`src/rtl/cirq_pkg.sv`:
```
// Package: shared constants of the cascaded interrupt controller.
// Assumes a fixed three-slave topology; address and cascade tables are sized for it.
package cirq_pkg;
    localparam int UNIT_W    = 8;
    localparam int IDX_W     = $clog2(UNIT_W);
    localparam int N_SLV     = 3;
    localparam int LINES     = N_SLV * UNIT_W;
    localparam int LINE_W    = $clog2(LINES);
    localparam int ADDR_W    = 16;
    localparam int VEC_W     = 16;

    localparam logic [ADDR_W-1:0] SLV_CMD_ADDR  [N_SLV] = '{16'h0536, 16'h053A, 16'h053C};
    localparam logic [ADDR_W-1:0] SLV_MASK_ADDR [N_SLV] = '{16'h0537, 16'h053B, 16'h053D};
    localparam logic [ADDR_W-1:0] MST_CMD_ADDR  = 16'h0534;
    localparam logic [ADDR_W-1:0] MST_MASK_ADDR = 16'h0535;

    localparam int CASC_IN [N_SLV] = '{1, 3, 4};

    localparam logic [4:0] EOI_TAG = 5'b11100;
endpackage

```
`src/rtl/cirq_port_decode.sv`:
```
// Module: byte port decoder. Turns bus writes into per-unit mask/command
// strobes and muxes mask registers onto the read bus.
// Assumes addresses from cirq_pkg; unmapped reads return zero.
module cirq_port_decode
    import cirq_pkg::*;
(
    input  logic [ADDR_W-1:0] io_addr,
    input  logic              io_wr,
    input  logic [UNIT_W-1:0] slv_mask [N_SLV],
    input  logic [UNIT_W-1:0] mst_mask,
    output logic [N_SLV-1:0]  slv_mask_we,
    output logic [N_SLV-1:0]  slv_cmd_we,
    output logic              mst_mask_we,
    output logic              mst_cmd_we,
    output logic [UNIT_W-1:0] io_rdata
);
    // Write strobe decode per unit.
    always_comb begin
        for (int k = 0; k < N_SLV; k++) begin
            slv_mask_we[k] = io_wr && (io_addr == SLV_MASK_ADDR[k]);
            slv_cmd_we[k]  = io_wr && (io_addr == SLV_CMD_ADDR[k]);
        end
        mst_mask_we = io_wr && (io_addr == MST_MASK_ADDR);
        mst_cmd_we  = io_wr && (io_addr == MST_CMD_ADDR);
    end

    // Read mux of mask registers.
    always_comb begin
        io_rdata = '0;
        for (int k = 0; k < N_SLV; k++)
            if (io_addr == SLV_MASK_ADDR[k]) io_rdata = slv_mask[k];
        if (io_addr == MST_MASK_ADDR) io_rdata = mst_mask;
    end
endmodule

```
`src/rtl/cirq_unit.sv`:
```
// Module: one 8-input priority unit with mask and in-service registers.
// Lowest input index has top priority; an in-service input blocks itself and
// all higher-numbered inputs. Specific EOI (0xE0|k) clears in-service bit k.
module cirq_unit
    import cirq_pkg::*;
(
    input  logic              clk,
    input  logic              rst_n,
    input  logic [UNIT_W-1:0] req,
    input  logic              mask_we,
    input  logic              cmd_we,
    input  logic [UNIT_W-1:0] wdata,
    input  logic              ack,
    output logic [UNIT_W-1:0] mask_q,
    output logic              sel_valid,
    output logic [IDX_W-1:0]  sel_idx
);
    logic [UNIT_W-1:0] isr_q;
    logic [UNIT_W-1:0] eoi_clr;
    logic [UNIT_W-1:0] ack_set;
    logic              blocked;

    // Priority search with in-service blocking.
    always_comb begin
        sel_valid = 1'b0;
        sel_idx   = '0;
        blocked   = 1'b0;
        for (int i = 0; i < UNIT_W; i++) begin
            blocked = blocked | isr_q[i];
            if (!sel_valid && !blocked && req[i] && !mask_q[i]) begin
                sel_valid = 1'b1;
                sel_idx   = IDX_W'(i);
            end
        end
    end

    // Decode specific EOI and acknowledge into bit vectors.
    always_comb begin
        eoi_clr = '0;
        ack_set = '0;
        if (cmd_we && wdata[7:3] == EOI_TAG) eoi_clr[wdata[IDX_W-1:0]] = 1'b1;
        if (ack && sel_valid) ack_set[sel_idx] = 1'b1;
    end

    // Mask and in-service state.
    always_ff @(posedge clk) begin
        if (!rst_n) begin
            mask_q <= '1;
            isr_q  <= '0;
        end else begin
            if (mask_we) mask_q <= wdata;
            isr_q <= (isr_q & ~eoi_clr) | ack_set;
        end
    end


    sel_legal_chk: assert property (@(posedge clk) disable iff (!rst_n)
        sel_valid |-> (req[sel_idx] && !mask_q[sel_idx]));

    isr_rise_needs_ack_chk: assert property (@(posedge clk) disable iff (!rst_n)
        !ack |=> ((isr_q & ~$past(isr_q)) == '0));

    isr_single_rise_chk: assert property (@(posedge clk) disable iff (!rst_n)
        ack |=> $onehot0(isr_q & ~$past(isr_q)));
endmodule

```
`src/rtl/cascade_irq_ctrl.sv`:
```
// Module: top of the cascaded interrupt controller. Three slave units feed
// master inputs 1, 3, 4; an accepted acknowledge latches vector
// 0x800 + 16*line and marks both slave and master inputs in service.
module cascade_irq_ctrl
    import cirq_pkg::*;
#(
    parameter logic [VEC_W-1:0] VEC_BASE  = 16'h0800,
    parameter int               VEC_SHIFT = 4
) (
    input  logic              clk,
    input  logic              rst_n,
    input  logic [15:0]       io_addr,
    input  logic [7:0]        io_wdata,
    input  logic              io_wr,
    output logic [7:0]        io_rdata,
    input  logic [23:0]       irq_lines,
    input  logic              cpu_ack,
    output logic              cpu_irq,
    output logic [15:0]       vector
);
    logic [UNIT_W-1:0] slv_mask [N_SLV];
    logic [N_SLV-1:0]  slv_valid;
    logic [IDX_W-1:0]  slv_idx  [N_SLV];
    logic [N_SLV-1:0]  slv_ack;
    logic [N_SLV-1:0]  slv_mask_we, slv_cmd_we;
    logic              mst_mask_we, mst_cmd_we;
    logic [UNIT_W-1:0] mst_mask, mst_req;
    logic              mst_valid;
    logic [IDX_W-1:0]  mst_idx;
    logic [LINE_W-1:0] line_sel;
    logic [VEC_W-1:0]  vec_q;

    cirq_port_decode dec_i (
        .io_addr(io_addr), .io_wr(io_wr), .slv_mask(slv_mask), .mst_mask(mst_mask),
        .slv_mask_we(slv_mask_we), .slv_cmd_we(slv_cmd_we),
        .mst_mask_we(mst_mask_we), .mst_cmd_we(mst_cmd_we), .io_rdata(io_rdata)
    );

    for (genvar k = 0; k < N_SLV; k++) begin : g_slv
        cirq_unit slv_i (
            .clk(clk), .rst_n(rst_n), .req(irq_lines[k*UNIT_W +: UNIT_W]),
            .mask_we(slv_mask_we[k]), .cmd_we(slv_cmd_we[k]), .wdata(io_wdata),
            .ack(slv_ack[k]), .mask_q(slv_mask[k]),
            .sel_valid(slv_valid[k]), .sel_idx(slv_idx[k])
        );
    end

    // Route slave cascade outputs onto master inputs.
    always_comb begin
        mst_req = '0;
        for (int k = 0; k < N_SLV; k++) mst_req[CASC_IN[k]] = slv_valid[k];
    end

    cirq_unit mst_i (
        .clk(clk), .rst_n(rst_n), .req(mst_req),
        .mask_we(mst_mask_we), .cmd_we(mst_cmd_we), .wdata(io_wdata),
        .ack(cpu_ack), .mask_q(mst_mask),
        .sel_valid(mst_valid), .sel_idx(mst_idx)
    );

    // Pick the winning slave, its acknowledge and the global line number.
    always_comb begin
        line_sel = '0;
        for (int k = 0; k < N_SLV; k++) begin
            slv_ack[k] = cpu_ack && mst_valid && (int'(mst_idx) == CASC_IN[k]);
            if (int'(mst_idx) == CASC_IN[k])
                line_sel = LINE_W'(k * UNIT_W) + LINE_W'(slv_idx[k]);
        end
    end

    // Vector latch on accepted acknowledge.
    always_ff @(posedge clk) begin
        if (!rst_n)                     vec_q <= '0;
        else if (cpu_ack && mst_valid)  vec_q <= VEC_BASE + (VEC_W'(line_sel) << VEC_SHIFT);
    end

    assign cpu_irq = mst_valid;
    assign vector  = vec_q;


    vec_hold_chk: assert property (@(posedge clk) disable iff (!rst_n)
        (cpu_ack && !cpu_irq) |=> $stable(vector));

    irq_needs_line_chk: assert property (@(posedge clk) disable iff (!rst_n)
        cpu_irq |-> (irq_lines != '0));
endmodule

```
`config.mk`:
```
export PLATFORM = sky130hd
export DESIGN_NAME = cascade_irq_ctrl
export DESIGN_NICKNAME = d
export VERILOG_FILES = /design/src/rtl/cirq_pkg.sv /design/src/rtl/cirq_port_decode.sv /design/src/rtl/cirq_unit.sv /design/src/rtl/cascade_irq_ctrl.sv
export SDC_FILE = /design/constraint.sdc
export NUM_CORES = 1
export LEC_CHECK = 0
export BUFFER_PORTS_ARGS = -buffer_cell sky130_fd_sc_hd__buf_2
export CAP_MARGIN = 20
export CORE_MARGIN = 10
export CORE_UTILIZATION = 55
export CTS_CLUSTER_SIZE = 20
export DETAILED_ROUTE_END_ITERATION = 7
export HOLD_SLACK_MARGIN = 0.08
export PLACE_DENSITY = 0.8
export SLEW_MARGIN = 30
export SYNTH_ARGS = -nofsm -noshare
export SYNTH_HDL_FRONTEND = slang
export SYNTH_SLANG_ARGS = --single-unit
```
`constraint.sdc`:
```
create_clock -name clk -period 3.15 [get_ports clk]
set_clock_uncertainty 0.15 [all_clocks]
set_input_delay 0.315 -clock clk [delete_from_list [all_inputs] [get_ports clk]]
set_output_delay 0.315 -clock clk [all_outputs]
set_load 0.05 [all_outputs]
```
==> metrics <==
status completed; HPWL after DPL 9430 um; die area 10400 um^2; first-pass GRT wire length 19400 um; PostCTS Resize Cnt 0; Antenna Cells 0; fmax about 0.34 GHz; num ports between 70 and 80; Unique masters post-synth 60; routed wire length approximately 12000 um; Synth async-reset ratio 0%; cell chain of the critical path o41ai_1 -> nor3_2 -> a21o_1 -> nand3_1 -> buf_2; 1st-pass router iterations 6; pwr dens 400 nW/um^2; final net count ~600; final hold vios 0; Setup CP Type flip-flop to output port; worst-margin pin slew 0.911 ns; critical path startpoint category flip-flop; most frequent cells in the layout dfxtp_1, buf_2, nand3_1; overflow left after global routing 0; clk buf depth 2; cell count after synthesis about 470; Initial Util 57.3%; Post-synth EDFFs 0; crit share post-route 92.3%; layout cells sized above 1 between 10% and 20%; Fin Setup TNS 0 ns; I/O Buffers 66; Synth-to-Final Area Change 15.6%; worst vdd ir roughly 0.25 mV; gp weighted congestion 0.972; Top FF cell, synth dfxtp_1; DRT antenna net count 0; row count 29; CTS Root Buffer Type clkbuf_8; leakage 1.87 nW; DIE HEIGHT 102 um; DRT iter0 DRCs 364; clock transition at the registers of the reported paths 0.07 ns; initial antenna violation count 0; Slew HR 38.5%; Worst Path Arrival 2.44 ns; WL per Instance about 20 um; slowest stage delay, CP 0.84 ns; gr usage total 23.7%; Clock Latency Late Sink 0.35 ns; Avg Vias per Cell ~6.5; most common cell after layout, fill and taps aside dfxtp_1; DRC errors left 0; fin crit period 2.91 ns; fin. max-slew vios 0; width of the die 102 um; Cell Area, Synth between 3000 and 4000 um^2; TritonCTS clock tree yes; CP required 2.68 ns; CTS H-Tree Depth 3; Critical-path top delay cell o41ai_1; CP Max Fanout 8; Max-Cap Viols 0; Cell Area, Placed 4080 um^2; Seq/Total Area, Yosys 36.2%; warnings from Yosys 0; Clock Sinks between 60 and 70; Avg Cell Area, Syn a little under 8 um^2; total core area 6460 um^2; post-layout instance area about 4300 um^2; number of global-route vias before repair between 3000 and 4000; endpoint type of the worst setup path output port; min-delay worst type primary input to flip-flop; Yosys reg bits 67; # setup viols final 0; RSZ-0062 raised after global routing no; # Post-CTS Setup Buffers 0; Vias 4030; hold_buf cts 0; largest net degree at the start of global routing 39; Num CTS Buffers 9
## where the power goes
part | leakage [nW] | internal, mW | total (mW) | switching [mW]
Clock | 0.104 | 0.421 | 0.744 | 0.323
Sequential | 0.541 | 0.847 | 0.847 | 0.00000579
Combinational | 1.23 | 0.0347 | 0.121 | 0.0861
## Yosys cell counts, drive strengths merged, types with 7 or more instances
cell type,count,area share (%)
or3,11,1.9
clkbuf,17,1.7
dfxtp,67,36
inv,13,1.3
o211ai,20,4.1
buf,12,2.3
nor3b,7,1.4
nand2b,13,2.2
nand2,56,5.7
nor3,10,1.5
mux2i,9,2.4
o41ai,7,1.9
nor2,26,2.6
a21oi,23,3.1
nand3,58,7.8
o21ai,30,4.1
## cell families (layout without fill, tap and decap cells)
| group | Yosys count | in the layout | synth area share, % |
|---|---|---|---|
| AOI/OAI and AO/OA | 125 | 125 | 23.7 |
| buffers and inverters | 43 | 103 | 5.48 |
| DFF | 67 | 67 | 36.2 |
| muxes | 9 | 9 | 2.43 |
| other | 1 | 10 | 0.101 |
| and+or+nand+nor | 226 | 226 | 32.1 |
## state kept, by name (all words and copies together), names as in the netlist
signal,flops
mst_i.isr_q,5
vector,6
g_slv.slv_i.mask_q,24
g_slv.slv_i.isr_q,24
mst_i.mask_q,8
## final timing paths
check                     startpoint                       end  slack [ns]  cells past startpoint
max          g_slv[1].slv_i.isr_q[0]                   cpu_irq        0.24                      5
min                      io_wdata[7]  g_slv[1].slv_i.mask_q[7]        0.12                      3
max reg2reg  g_slv[0].slv_i.isr_q[0]   g_slv[1].slv_i.isr_q[4]        0.28                      6
min reg2reg               vector[11]                vector[11]        0.30                      2
## cell type report
cell class,instances,area (um^2)
multi-input combinational,370,2190
fill,572,2180
sequential,67,1340
timing repair buffer,75,398
clock buffer,12,165
tap,77,96.3
inverter,14,52.6
clock inverter,2,35.0
## routing by layer
layer  GRT usage [%]  vias up  routed length (um)
met2            38.3      215                5750
li1                -     1888                   -
met3            6.61       43                1250
met4            10.3        0                 414
met1            29.0     1884                5080
met5               0        -                   0
## critical path: cells and delay by family (launching register included)
kind | cells | cell delay, ns
buf+inv | 1 | 0.27
compound gates | 2 | 1.15
simple gates | 2 | 0.32
flops | 1 | 0.35
## per-stage QoR
stage	hold WS [ns]	std cells	setup WS, ns	utilization [%]	power (mW)
after floorplan	0.290	480	0.309	-	0.938
after global placement	0.280	603	0.378	63.2	0.981
after detailed placement	0.291	603	0.325	63.2	0.983
after CTS	0.114	617	0.271	66.3	1.71
after global routing	0.133	617	0.134	66.3	1.75
final	0.117	617	0.242	66.3	1.71
Power figures use the tool's default switching activity.
